File: src/rtl/mdio_pkg.sv
package mdio_pkg;

    localparam int WORD_W  = 32;
    localparam int CNT_W   = 6;

    typedef enum logic [1:0] {
        OP_WRITE = 2'b01,
        OP_READ  = 2'b10
    } mdio_op_e;

    typedef struct packed {
        logic [1:0]  start;
        logic [1:0]  op;
        logic [4:0]  phy;
        logic [4:0]  regad;
        logic [1:0]  ta;
        logic [15:0] data;
    } mgmt_word_t;

    function automatic logic [CNT_W-1:0] divisor(input logic [1:0] sel);
        case (sel)
            2'd0:    divisor = CNT_W'(8);
            2'd1:    divisor = CNT_W'(16);
            2'd2:    divisor = CNT_W'(32);
            default: divisor = CNT_W'(48);
        endcase
    endfunction

endpackage

File: src/rtl/mdio_clkgen.sv
module mdio_clkgen #(
    parameter int CNT_W = 6
) (
    input  logic             clk,
    input  logic             rst,
    input  logic             run,
    input  logic [CNT_W-1:0] div,
    output logic             mdc,
    output logic             rise_tick,
    output logic             end_tick
);
    logic [CNT_W-1:0] cnt;
    logic [CNT_W-1:0] half;

    assign half = div >> 1;

    always_ff @(posedge clk) begin
        if (rst || !run) begin
            cnt <= '0;
        end else if (cnt == div - 1'b1) begin
            cnt <= '0;
        end else begin
            cnt <= cnt + 1'b1;
        end
    end

    assign mdc       = run && (cnt >= half);
    assign rise_tick = run && (cnt == half - 1'b1);
    assign end_tick  = run && (cnt == div - 1'b1);

endmodule

File: src/rtl/mdio_frame.sv
module mdio_frame
    import mdio_pkg::*;
#(
    parameter int PRE_BITS = 32,
    parameter int IDX_W    = 7
) (
    input  logic              clk,
    input  logic              rst,
    input  logic              port_en,
    input  logic              wr_en,
    input  logic [WORD_W-1:0] wr_data,
    input  logic [1:0]        div_sel,
    input  logic              rise_tick,
    input  logic              end_tick,
    input  logic              mdio_i,
    output logic              busy,
    output logic [CNT_W-1:0]  div_q,
    output logic [WORD_W-1:0] word,
    output logic              mdio_o,
    output logic              mdio_oe
);
    localparam int FRAME_BITS = PRE_BITS + WORD_W;
    localparam int LAST_POS   = FRAME_BITS - 1;
    localparam int TA2_POS    = PRE_BITS + 15;
    localparam int DATA_POS   = PRE_BITS + 16;

    logic [IDX_W-1:0] idx;
    logic             is_rd;
    logic             accept;
    logic [IDX_W-1:0] rel;
    logic [4:0]       bsel;
    logic             in_word;
    mgmt_word_t       wview;

    assign wview   = mgmt_word_t'(wr_data);
    assign accept  = wr_en && !busy && port_en;
    assign in_word = idx >= IDX_W'(PRE_BITS);
    assign rel     = idx - IDX_W'(PRE_BITS);
    assign bsel    = 5'd31 - rel[4:0];

    always_ff @(posedge clk) begin
        if (rst) begin
            busy  <= 1'b0;
            idx   <= '0;
            word  <= '0;
            is_rd <= 1'b0;
            div_q <= divisor(2'd0);
        end else if (!port_en) begin
            busy <= 1'b0;
            idx  <= '0;
        end else if (accept) begin
            busy  <= 1'b1;
            idx   <= '0;
            word  <= wr_data;
            is_rd <= (wview.op == OP_READ);
            div_q <= divisor(div_sel);
        end else if (busy) begin
            if (rise_tick && is_rd && idx >= IDX_W'(DATA_POS)) begin
                word[bsel] <= mdio_i;
            end
            if (end_tick) begin
                if (idx == IDX_W'(LAST_POS)) begin
                    busy <= 1'b0;
                    idx  <= '0;
                end else begin
                    idx <= idx + 1'b1;
                end
            end
        end
    end

    assign mdio_o  = (busy && in_word) ? word[bsel] : 1'b1;
    assign mdio_oe = busy && !(is_rd && idx >= IDX_W'(TA2_POS));

endmodule

File: src/rtl/mdio_master.sv
module mdio_master
    import mdio_pkg::*;
#(
    parameter int PRE_BITS = 32
) (
    input  logic        clk,
    input  logic        rst,
    input  logic        port_en,
    input  logic [1:0]  div_sel,
    input  logic        wr_en,
    input  logic [31:0] wr_data,
    output logic [31:0] rd_data,
    output logic        idle,
    output logic        mdc,
    output logic        mdio_o,
    output logic        mdio_oe,
    input  logic        mdio_i
);
    localparam int IDX_W = $clog2(PRE_BITS + WORD_W);

    logic             busy;
    logic             rise_tick;
    logic             end_tick;
    logic [CNT_W-1:0] div_q;

    mdio_clkgen #(.CNT_W(CNT_W)) u_clk (
        .clk       (clk),
        .rst       (rst),
        .run       (busy),
        .div       (div_q),
        .mdc       (mdc),
        .rise_tick (rise_tick),
        .end_tick  (end_tick)
    );

    mdio_frame #(.PRE_BITS(PRE_BITS), .IDX_W(IDX_W)) u_frm (
        .clk       (clk),
        .rst       (rst),
        .port_en   (port_en),
        .wr_en     (wr_en),
        .wr_data   (wr_data),
        .div_sel   (div_sel),
        .rise_tick (rise_tick),
        .end_tick  (end_tick),
        .mdio_i    (mdio_i),
        .busy      (busy),
        .div_q     (div_q),
        .word      (rd_data),
        .mdio_o    (mdio_o),
        .mdio_oe   (mdio_oe)
    );

    assign idle = !busy;

endmodule

File: config.mk
export PLATFORM = sky130hd
export DESIGN_NAME = mdio_master
export DESIGN_NICKNAME = d
export VERILOG_FILES = /design/src/rtl/mdio_pkg.sv /design/src/rtl/mdio_clkgen.sv /design/src/rtl/mdio_frame.sv /design/src/rtl/mdio_master.sv
export SDC_FILE = /design/constraint.sdc
export NUM_CORES = 1
export LEC_CHECK = 0
export ABC_AREA = 1
export CORE_MARGIN = 2
export CORE_UTILIZATION = 58
export DETAILED_ROUTE_END_ITERATION = 10
export DONT_BUFFER_PORTS = 1
export PLACE_DENSITY = 0.75
export SYNTH_ARGS = -nofsm -noshare
export SYNTH_HDL_FRONTEND = slang
export SYNTH_SLANG_ARGS = --single-unit
File: constraint.sdc
create_clock -name clk -period 3.8 [get_ports clk]
set_input_delay 0.57 -clock clk [delete_from_list [all_inputs] [get_ports clk]]
set_output_delay 0.57 -clock clk [all_outputs]
set_load 0.05 [all_outputs]
# --- Yosys cells after proc, flatten, opt, wreduce, memory -nomap -nowiden ---
# Index checks and enable logic that the tools add are counted.
word_totals:
  input_bits: 39
  reg_bits: 52
  word_cells: 63
  output_inout_bits: 36
classes:
  reduce_logical: 23
  add_sub_neg: 6
  n_eq_ne: 6
  bitwise: 1
  muxes: 15
  magnitude_cmp: 6
op_table:
  columns: ["op", "count"]
  rows:
  - ["2-to-1 mux 32 bit", 3]
  - ["bitwise mux 32 bit", 1]
  - ["greater-or-equal comparator 6 bit (second input constant)", 3]
  - ["one-hot mux 6 bit (3 select lines)", 1]
  - ["adder 6 x 1 -> 6 bit (second input constant)", 2]
  - ["equality test 6 bit", 2]
  - ["logical AND 1 bit", 11]
  - ["2-to-1 mux 1 bit", 7]
  - ["equality test 6 bit (second input constant)", 1]
  - ["greater-or-equal comparator 6 x 5 -> 1 bit", 1]
  - ["< comparator 5 x 6 -> 1 bit (second input constant)", 1]
  - ["2-to-1 mux 6 bit", 1]
  - ["subtractor 5 x 1 -> 6 bit (second input constant)", 1]
  - ["subtractor 6 x 1 -> 6 bit (second input constant)", 1]
  - ["binary-select mux 1 bit (select 5 bit)", 1]
  - ["demux 1 bit (select 5 bit)", 1]
  - ["greater-or-equal comparator 5 x 1 -> 1 bit (second input constant)", 1]
  - ["subtractor 5 x 1 -> 5 bit (second input constant)", 1]
  - ["subtractor 5 bit (first input constant)", 1]
  - ["equality test 2 bit (second input constant)", 2]
  - ["AND reduction 2 bit", 2]
  - ["nonzero test 2 bit", 2]
  - ["OR reduction 2 bit", 2]
  - ["AND reduction 3 bit", 1]
  - ["other kinds (6)", 7]

# --- Logic depth before layout (Yosys ltp) ---
# Gate-level depths: netlist of the first run.
logic_depth:
  ltp_word: 10
  depth_mapped: 12
  mapped_depth_nobuf: 11

# --- Modules after synthesis ---
# Synthesis of the first run repeated with hierarchy kept, for this count alone.
hier_totals:
  hier_cells: 544
  area_unflattened_um2: 3299.4
modules_own_cells:
  columns: ["mod", "seq_area_each_um2", "cells_each", "area_per_inst_um2", "instances"]
  rows:
  - ["mdio_frame", 860.8, 421, 2561.2, 1]
  - ["mdio_clkgen", 120.1, 122, 734.5, 1]
  - ["mdio_master", 0.0, 1, 3.8, 1]

# --- Worst setup path before layout of the first run ---
# Ideal clock, no wire load.
synth_timing:
  path_kind: "flip-flop to output port"
  startpoint: "register u_frm.busy"
  endpoint: "output mdio_oe"
  path_buffers: 0
  t_required_ns: 3.230
  slack_ns: 1.694
  arrival_ns: 1.536
  path_stages_with_launch: 3
  path_cell_list: "dfxtp_1 -> inv_1 -> a31oi_1"
synth_via:
  elab_chain_len: 1
synth_lines:
  columns: ["element", "line", "source"]
  rows:
  - ["start, declared", "mdio_frame.sv:16", "output logic busy,"]
  - ["start signal, assigned", "mdio_frame.sv:43", "busy <= 1'b0;"]
  - ["start signal, assigned", "mdio_frame.sv:49", "busy <= 1'b0;"]
  - ["start signal, assigned", "mdio_frame.sv:52", "busy <= 1'b1;"]
  - ["logical AND 1 bit", "mdio_frame.sv:73", "assign mdio_oe = busy && !(is_rd && idx >= IDX_W'(TA2_POS));"]
  - ["end, declared", "mdio_master.sv:16", "output logic mdio_oe,"]
# No other way between the ends.

# --- Worst setup path after layout of the first run ---
layout_timing:
  startpoint: "register u_frm.idx[0]"
  endpoint: "output mdio_o"
layout_via:
  elab_chain_len: 5
  elab_cells_between_ends: 7
  classes_between: "2 x add/sub; 1 x order compare; 3 x mux; 1 x reduce/logical"
layout_lines:
  columns: ["element", "line", "source"]
  rows:
  - ["start, declared", "mdio_frame.sv:27", "logic [IDX_W-1:0] idx;"]
  - ["start signal, assigned", "mdio_frame.sv:66", "idx <= idx + 1'b1;"]
  - ["subtractor 5 x 1 -> 5 bit", "mdio_frame.sv:38", "assign rel = idx - IDX_W'(PRE_BITS);"]
  - ["subtractor 5 bit", "mdio_frame.sv:39", "assign bsel = 5'd31 - rel[4:0];"]
  - ["binary-select mux 1 bit (select 5 bit)", "mdio_frame.sv:72", "assign mdio_o = (busy && in_word) ? word[bsel] : 1'b1;"]
  - ["2-to-1 mux 1 bit (not written as such)", "mdio_frame.sv:72", null]
  - ["2-to-1 mux 1 bit *", "mdio_frame.sv:72", null]
  - ["end, declared", "mdio_master.sv:15", "output logic mdio_o,"]
# Mark *: on every way between the ends. The rest lies on a longest branch, timed or not. The select of a mux whose other input is x is not followed.

==> results of run 1 <==
through the flow:
| step | hold WS (ns) | util | total power (uW) |
|---|---|---|---|
| 3_3_place_gp | 0.4438 | 0.5843 | 749.0 |
| 3_5_place_dp | 0.4523 | 0.5843 | 752.7 |
| 6_report | 0.3118 | 0.6114 | 1196 |
| 4_1_cts | 0.3035 | 0.6114 | 1205 |
| 2_1_floorplan | 0.4297 | - | 737.1 |
| 5_1_grt | 0.2988 | 0.6114 | 1244 |
power by group through the flow:
stage / logic [uW] / clock network (uW) / registers (uW)
finish: 119 / 455 / 621
global route: 137 / 483 / 624
CTS: 119 / 465 / 621
detailed placement: 119 / 0 / 634
global placement: 116 / 0 / 633
floorplan: 111 / 0 / 626
path summary, 6_finish.rpt:
kind	from	end	slack, ns
setup / recovery	u_frm.idx[0]	mdio_o	0.92
hold / removal	rst	u_frm.word[19]	0.31
setup reg to reg	u_frm.busy	u_frm.is_rd	1.37
hold reg to reg	u_clk.cnt[0]	u_clk.cnt[0]	0.47
layout by cell type, fill, tap and decap left out, types with 2 or more instances in the layout:
cell,n
a21oi_1,56
a22o_1,4
buf_4,2
bufinv_16,2
clkbuf_8,5
dfxtp_1,49
ha_1,10
inv_1,49
inv_2,3
nand2_1,130
nand3_1,48
nand3_2,2
nor2_1,62
nor2_4,2
nor3_1,5
o21ai_0,23
o22ai_1,2
o31ai_1,2
xor2_1,2
layer usage:
| layer | GRT usage | wire length [um] | up-vias |
|---|---|---|---|
| li1 | - | - | 1520 |
| met1 | 0.3356 | 3267 | 1345 |
| met2 | 0.4274 | 3482 | 89 |
| met3 | 0.05569 | 480 | 8 |
| met4 | 0.06545 | 87 | 0 |
| met5 | 0 | 0 | - |
cell type report:
| class | count | area, sq um | area share |
|---|---|---|---|
| clock inverter | 3 | 68.82 | 0.02218 |
| multi-input combinational | 356 | 1683 | 0.5423 |
| tap | 70 | 87.58 | 0.02823 |
| timing repair buffer | 2 | 15.01 | 0.004839 |
| sequential | 49 | 980.9 | 0.3161 |
| inverter | 53 | 198.9 | 0.06411 |
| clock buffer | 5 | 68.82 | 0.02218 |
worst max-delay path, delay by kind of cell (launching register included):
family	cells	cell delay, ns
AOI/OAI and AO/OA	2	0.32
buffers and inverters	1	0.28
DFF	1	0.77
and+or+nand+nor	4	0.63
synthesized netlist by cell type (3+ instances only):
| master | number |
|---|---|
| buf_4 | 3 |
| inv_1 | 49 |
| buf_6 | 4 |
| nor3_1 | 5 |
| inv_2 | 3 |
| nor2_1 | 62 |
| a21oi_1 | 56 |
| nand2_1 | 130 |
| a22o_1 | 4 |
| dfxtp_1 | 49 |
| nand3_1 | 48 |
| ha_1 | 10 |
| o21ai_0 | 23 |
| buf_2 | 12 |
registers in the layout, summed over array words and instances (netlist names):
name,count
u_frm.word,32
u_clk.cnt,6
u_frm.idx,6
u_frm.div_q,3
u_frm.busy,1
u_frm.is_rd,1
logic make-up (layout without fill, tap and decap cells):
logic type	count (synthesis)	count (layout)	share of synthesized area
xor+xnor	3	3	0.008686
simple gates	254	254	0.3511
buf+inv	76	63	0.1195
fa+ha+maj	10	10	0.04136
flops	49	49	0.3242
compound gates	89	89	0.1551
==> impl_metrics.yaml, run 1 <==
run_status:
  status: "finished, final reports clean"
placed_design:
  globalplace.congestion: 0.9061
  dp.cells: 530
  dpl.hpwl_um: 5327
  pre_cts_ws_ns: 1.311
  io_buffer_count: 0
  placed_area_sq_um: 2965
yosys:
  synthTopCellsByArea: "dfxtp_1 32%, nand2_1 16%, a21oi_1 9.3%"
  syn_nets: 530
  synth_area_sq_um: 3025
  synthArstFlopShare: 0
  synth.distinct_cells: 30
  synth_ff_type: "dfxtp_1"
  ys_ff_latch: 49
  ys_seq_area_frac: 0.3242
  yosysTopAreaCell: "dfxtp_1"
  netlist_instances: 481
  syn_area_per_cell_sq_um: 6.290
  yosysTopAreaCellShare: 0.3242
  yosysWarnings: 0
  synth_edf_count: 0
detailed_routing:
  route.detailed.drc: 0
  dr.pass1.iters: 4
  drtAntennaViolNets: 0
  vias: 2962
  wl_um: 7318
  drt-initial-drc-count: 216
  wl_per_cell_um: 13.60
  via_per_inst: 5.506
hold_path:
  min_path_type: "in2reg"
  holdPathStages: 1
cts:
  cts.sinks: 49
  postCtsSetupBuffers: 0
  cts_tree: "done"
  htreeDepth: 2
  cts-root-buf: "clkbuf_8"
  cts_buffer_depth: 2
  ctsResizeCount: 0
  cts_buffers: 5
  clock_latency_ns: 0.31
  cts_hold_buffers: 0
  path_clk_slew_ns: 0.10
worst_setup_path:
  critPathKind: "reg2out"
  crit_path_start_kind: "register"
  cp.required_ns: 3.23
  crit_arrival_ns: 2.31
  cp-end-kind: "primary output"
  critPathMostFrequentCell: "nand2_1"
  reg2reg_depth: 6
  slowest_delay_ns: 0.77
  crit_slowest_cell: "dfxtp_1"
  worstPathCellList: "inv_2 > o21ai_0 > o22ai_1 > nand2_1 > nand2_1 > nor2_1 > nand3_1"
  worstPathMaxFanout: 21
timing:
  slew_violations: 0
  timing.final.ws_setup_ns: 0.9233
  rsz0062_at_grt: "false"
  fin_skew_ns: 0.01171
  period_share: 0.7570
  relSlewSlack: 0.5491
  setup_tns_ns: 0
  hold_viol: 0
  worst_pin_slew_ns: 0.6756
  fmax_mhz: 347.6
  setup_viol: 0
  fin_crit_ns: 2.877
power:
  vdd_drop_max_mv: 0.2067
  pwr-share-clk: 0.381
  p_seq_frac: 0.520
  power_density_nw_per_um2: 385.3
  power.internal_uw: 841.0
  p_leak_uw: 0.001326
  p_comb_frac: 0.100
  switchingPower_uw: 354.5
  switching_share: 0.2966
grt:
  grt_pass1_vias: 2668
  grtUsageTotal: 0.2556
  grt_pass1_wl_um: 12340
  grt_max_degree: 36
  antenna_found_initial: 0
  gr-total-overflow: 0
flow_run:
  cap_violations: 0
floorplanning:
  core-area_sq_um: 5075
  rows: 26
  die_area_sq_um: 5810
  die_h_um: 76.23
  start_util: 0.5962
  fp.dieW_um: 76.23
  ios: 75
finish:
  drive_above_1_share: 0.03846
  fin_area_sq_um: 3103
  fillCellCount: 506
  layout.cells.non_filler: 538
  area_delta_synth_final_pct: 2.564
  diodes: 0
  fin_nets: 516
No activity file was read; power rests on OpenSTA's default activity.
==> run 2, diff against run 1 <==
==> constraint.sdc (replaced) <==
create_clock -name clk -period 3 [get_ports clk]
set_input_delay 0.45 -clock clk [delete_from_list [all_inputs] [get_ports clk]]
set_output_delay 0.45 -clock clk [all_outputs]
set_load 0.05 [all_outputs]
==> impl_metrics.yaml, run 2 (synthesized netlist as in run 1, its figures left out) <==
floorplanning:
  ios: 75
  fp.dieW_um: 76.23
  start_util: 0.5962
  die_h_um: 76.23
  die_area_sq_um: 5810
  core-area_sq_um: 5075
  rows: 26
timing:
  setup_viol: 0
  slew_violations: 0
  fin_skew_ns: 0.01095
  fmax_mhz: 393.1
  rsz0062_at_grt: "false"
  relSlewSlack: 0.5300
  worst_pin_slew_ns: 0.7042
  hold_viol: 0
  timing.final.ws_setup_ns: 0.4558
  fin_crit_ns: 2.544
  setup_tns_ns: 0
  period_share: 0.8481
power:
  power_density_nw_per_um2: 435.7
  p_leak_uw: 0.001334
  vdd_drop_max_mv: 0.4169
  p_total_uw: 1352
finish:
  area_delta_synth_final_pct: 2.606
  fillCellCount: 505
  layout_commonest_cell: "nand2_1"
  largestRegisters: "u_frm.word: 32 flops, u_clk.cnt: 6 flops, u_frm.idx: 6 flops"
  layout_common_cells: "130 x nand2_1, 62 x nor2_1, 56 x a21oi_1, 49 x inv_1, 49 x dfxtp_1"
  drive_above_1_share: 0.05063
  diodes: 0
  fin_nets: 522
  final_core_util: 0.6117
  top_register: "u_frm.word"
  largest_reg_flops: 32
worst_setup_path:
  worstPathCellList: "inv_2 > o21ai_0 > nand2_1 > nand2_1 > nand2_1 > nor2_1 > nand3_1"
  cp-end-kind: "primary output"
  cp_top_family: "simple AND/OR/NAND/NOR gates"
  crit_arrival_ns: 2.09
  worstPathMaxFanout: 19
  reg2reg_slack_ns: 0.70
  critPathKind: "reg2out"
  reg2reg_depth: 6
  critPathMostFrequentCell: "nand2_1"
  cp.required_ns: 2.55
  slowest_delay_ns: 0.60
  crit_path_start_kind: "register"
  r2r-start: "u_frm.busy"
  rr_endpoint: "u_frm.is_rd"
  crit_slowest_cell: "dfxtp_1"
  cp_num_buf_inv: 1
grt:
  grt_max_degree: 34
  grtUsageTotal: 0.2457
  antenna_found_initial: 0
  grt_pass1_vias: 2628
  gr-total-overflow: 0
  grt_pass1_wl_um: 12040
detailed_routing:
  vias: 2959
  drt-initial-drc-count: 215
  dr.pass1.iters: 6
  wl_per_cell_um: 13.30
  via_per_inst: 5.439
  route.detailed.drc: 0
  wl_um: 7235
  drtAntennaViolNets: 0
hold_path:
  min_path_type: "in2reg"
  hp-start: "rst"
  hold_end: "u_frm.word[21]"
  holdPathStages: 1
cts:
  cts-root-buf: "clkbuf_8"
  cts.sinks: 49
  postCtsSetupBuffers: 0
  clock_latency_ns: 0.31
  cts_tree: "done"
  path_clk_slew_ns: 0.10
  htreeDepth: 2
  cts_buffer_depth: 2
  ctsResizeCount: 0
  cts_buffers: 5
  cts_hold_buffers: 0
run_status:
  status: "finished, final reports clean"
placed_design:
  io_buffer_count: 0
  dpl.hpwl_um: 5265
  globalplace.congestion: 0.9163
  pre_cts_ws_ns: 0.7002
flow_run:
  cap_violations: 0
[run 2: cell types whose count changed in the layout (fill, tap and decap cells not counted)]
cell,delta
bufinv_16,-2
buf_4,+6
clkinv_4,+1
clkinvlp_4,+1
[run 2: per-stage QoR]
| stage | hold slack, ns | cell area, sq um | cells |
|---|---|---|---|
| 6_report | 0.1959 | 3104 | 544 |
| 5_1_grt | 0.1792 | 3104 | 544 |
| 4_1_cts | 0.1860 | 3104 | 544 |
| 3_5_place_dp | 0.4478 | 3010 | 536 |
| 3_3_place_gp | 0.4426 | 3010 | 536 |
| 2_1_floorplan | 0.4297 | 3025 | 481 |
[run 2: worst max-delay path by stage]
stage | startpoint | to | slack, ns | depth (start not counted)
6_report | u_frm.idx[0] | mdio_o | 0.46 | 7
5_1_grt | u_frm.idx[0] | mdio_o | 0.32 | 7
4_1_cts | u_frm.idx[0] | mdio_o | 0.47 | 7
3_5_place_dp | u_frm.busy | u_frm.is_rd | 0.70 | 6
3_3_place_gp | u_frm.busy | u_frm.is_rd | 0.72 | 6
2_1_floorplan | u_frm.busy | mdio_oe | 1.01 | 2
[run 2: power by group]
part           leakage, uW  internal, uW  switching, uW
combinational     0.000889          55.4            107
clock            0.0000447           169            244
sequential        0.000400           678           98.6
total              0.00133           902            450
[run 2: layout make-up]
cell class	count	area [sq um]	area share
clock buffer	5	68.82	0.02217
sequential	49	980.9	0.3160
inverter	53	198.9	0.06409
multi-input combinational	356	1683	0.5421
timing repair buffer	8	60.06	0.01935
clock inverter	3	25.02	0.008061
tap	70	87.58	0.02821
[run 2: routing by layer]
metal / vias up / wire [um] / track usage
met4: 0 / 70 / 0.04545
met1: 1327 / 3198 / 0.3144
met5: - / 0 / 0
li1: 1528 / - / -
met2: 98 / 3497 / 0.4292
met3: 6 / 469 / 0.05332
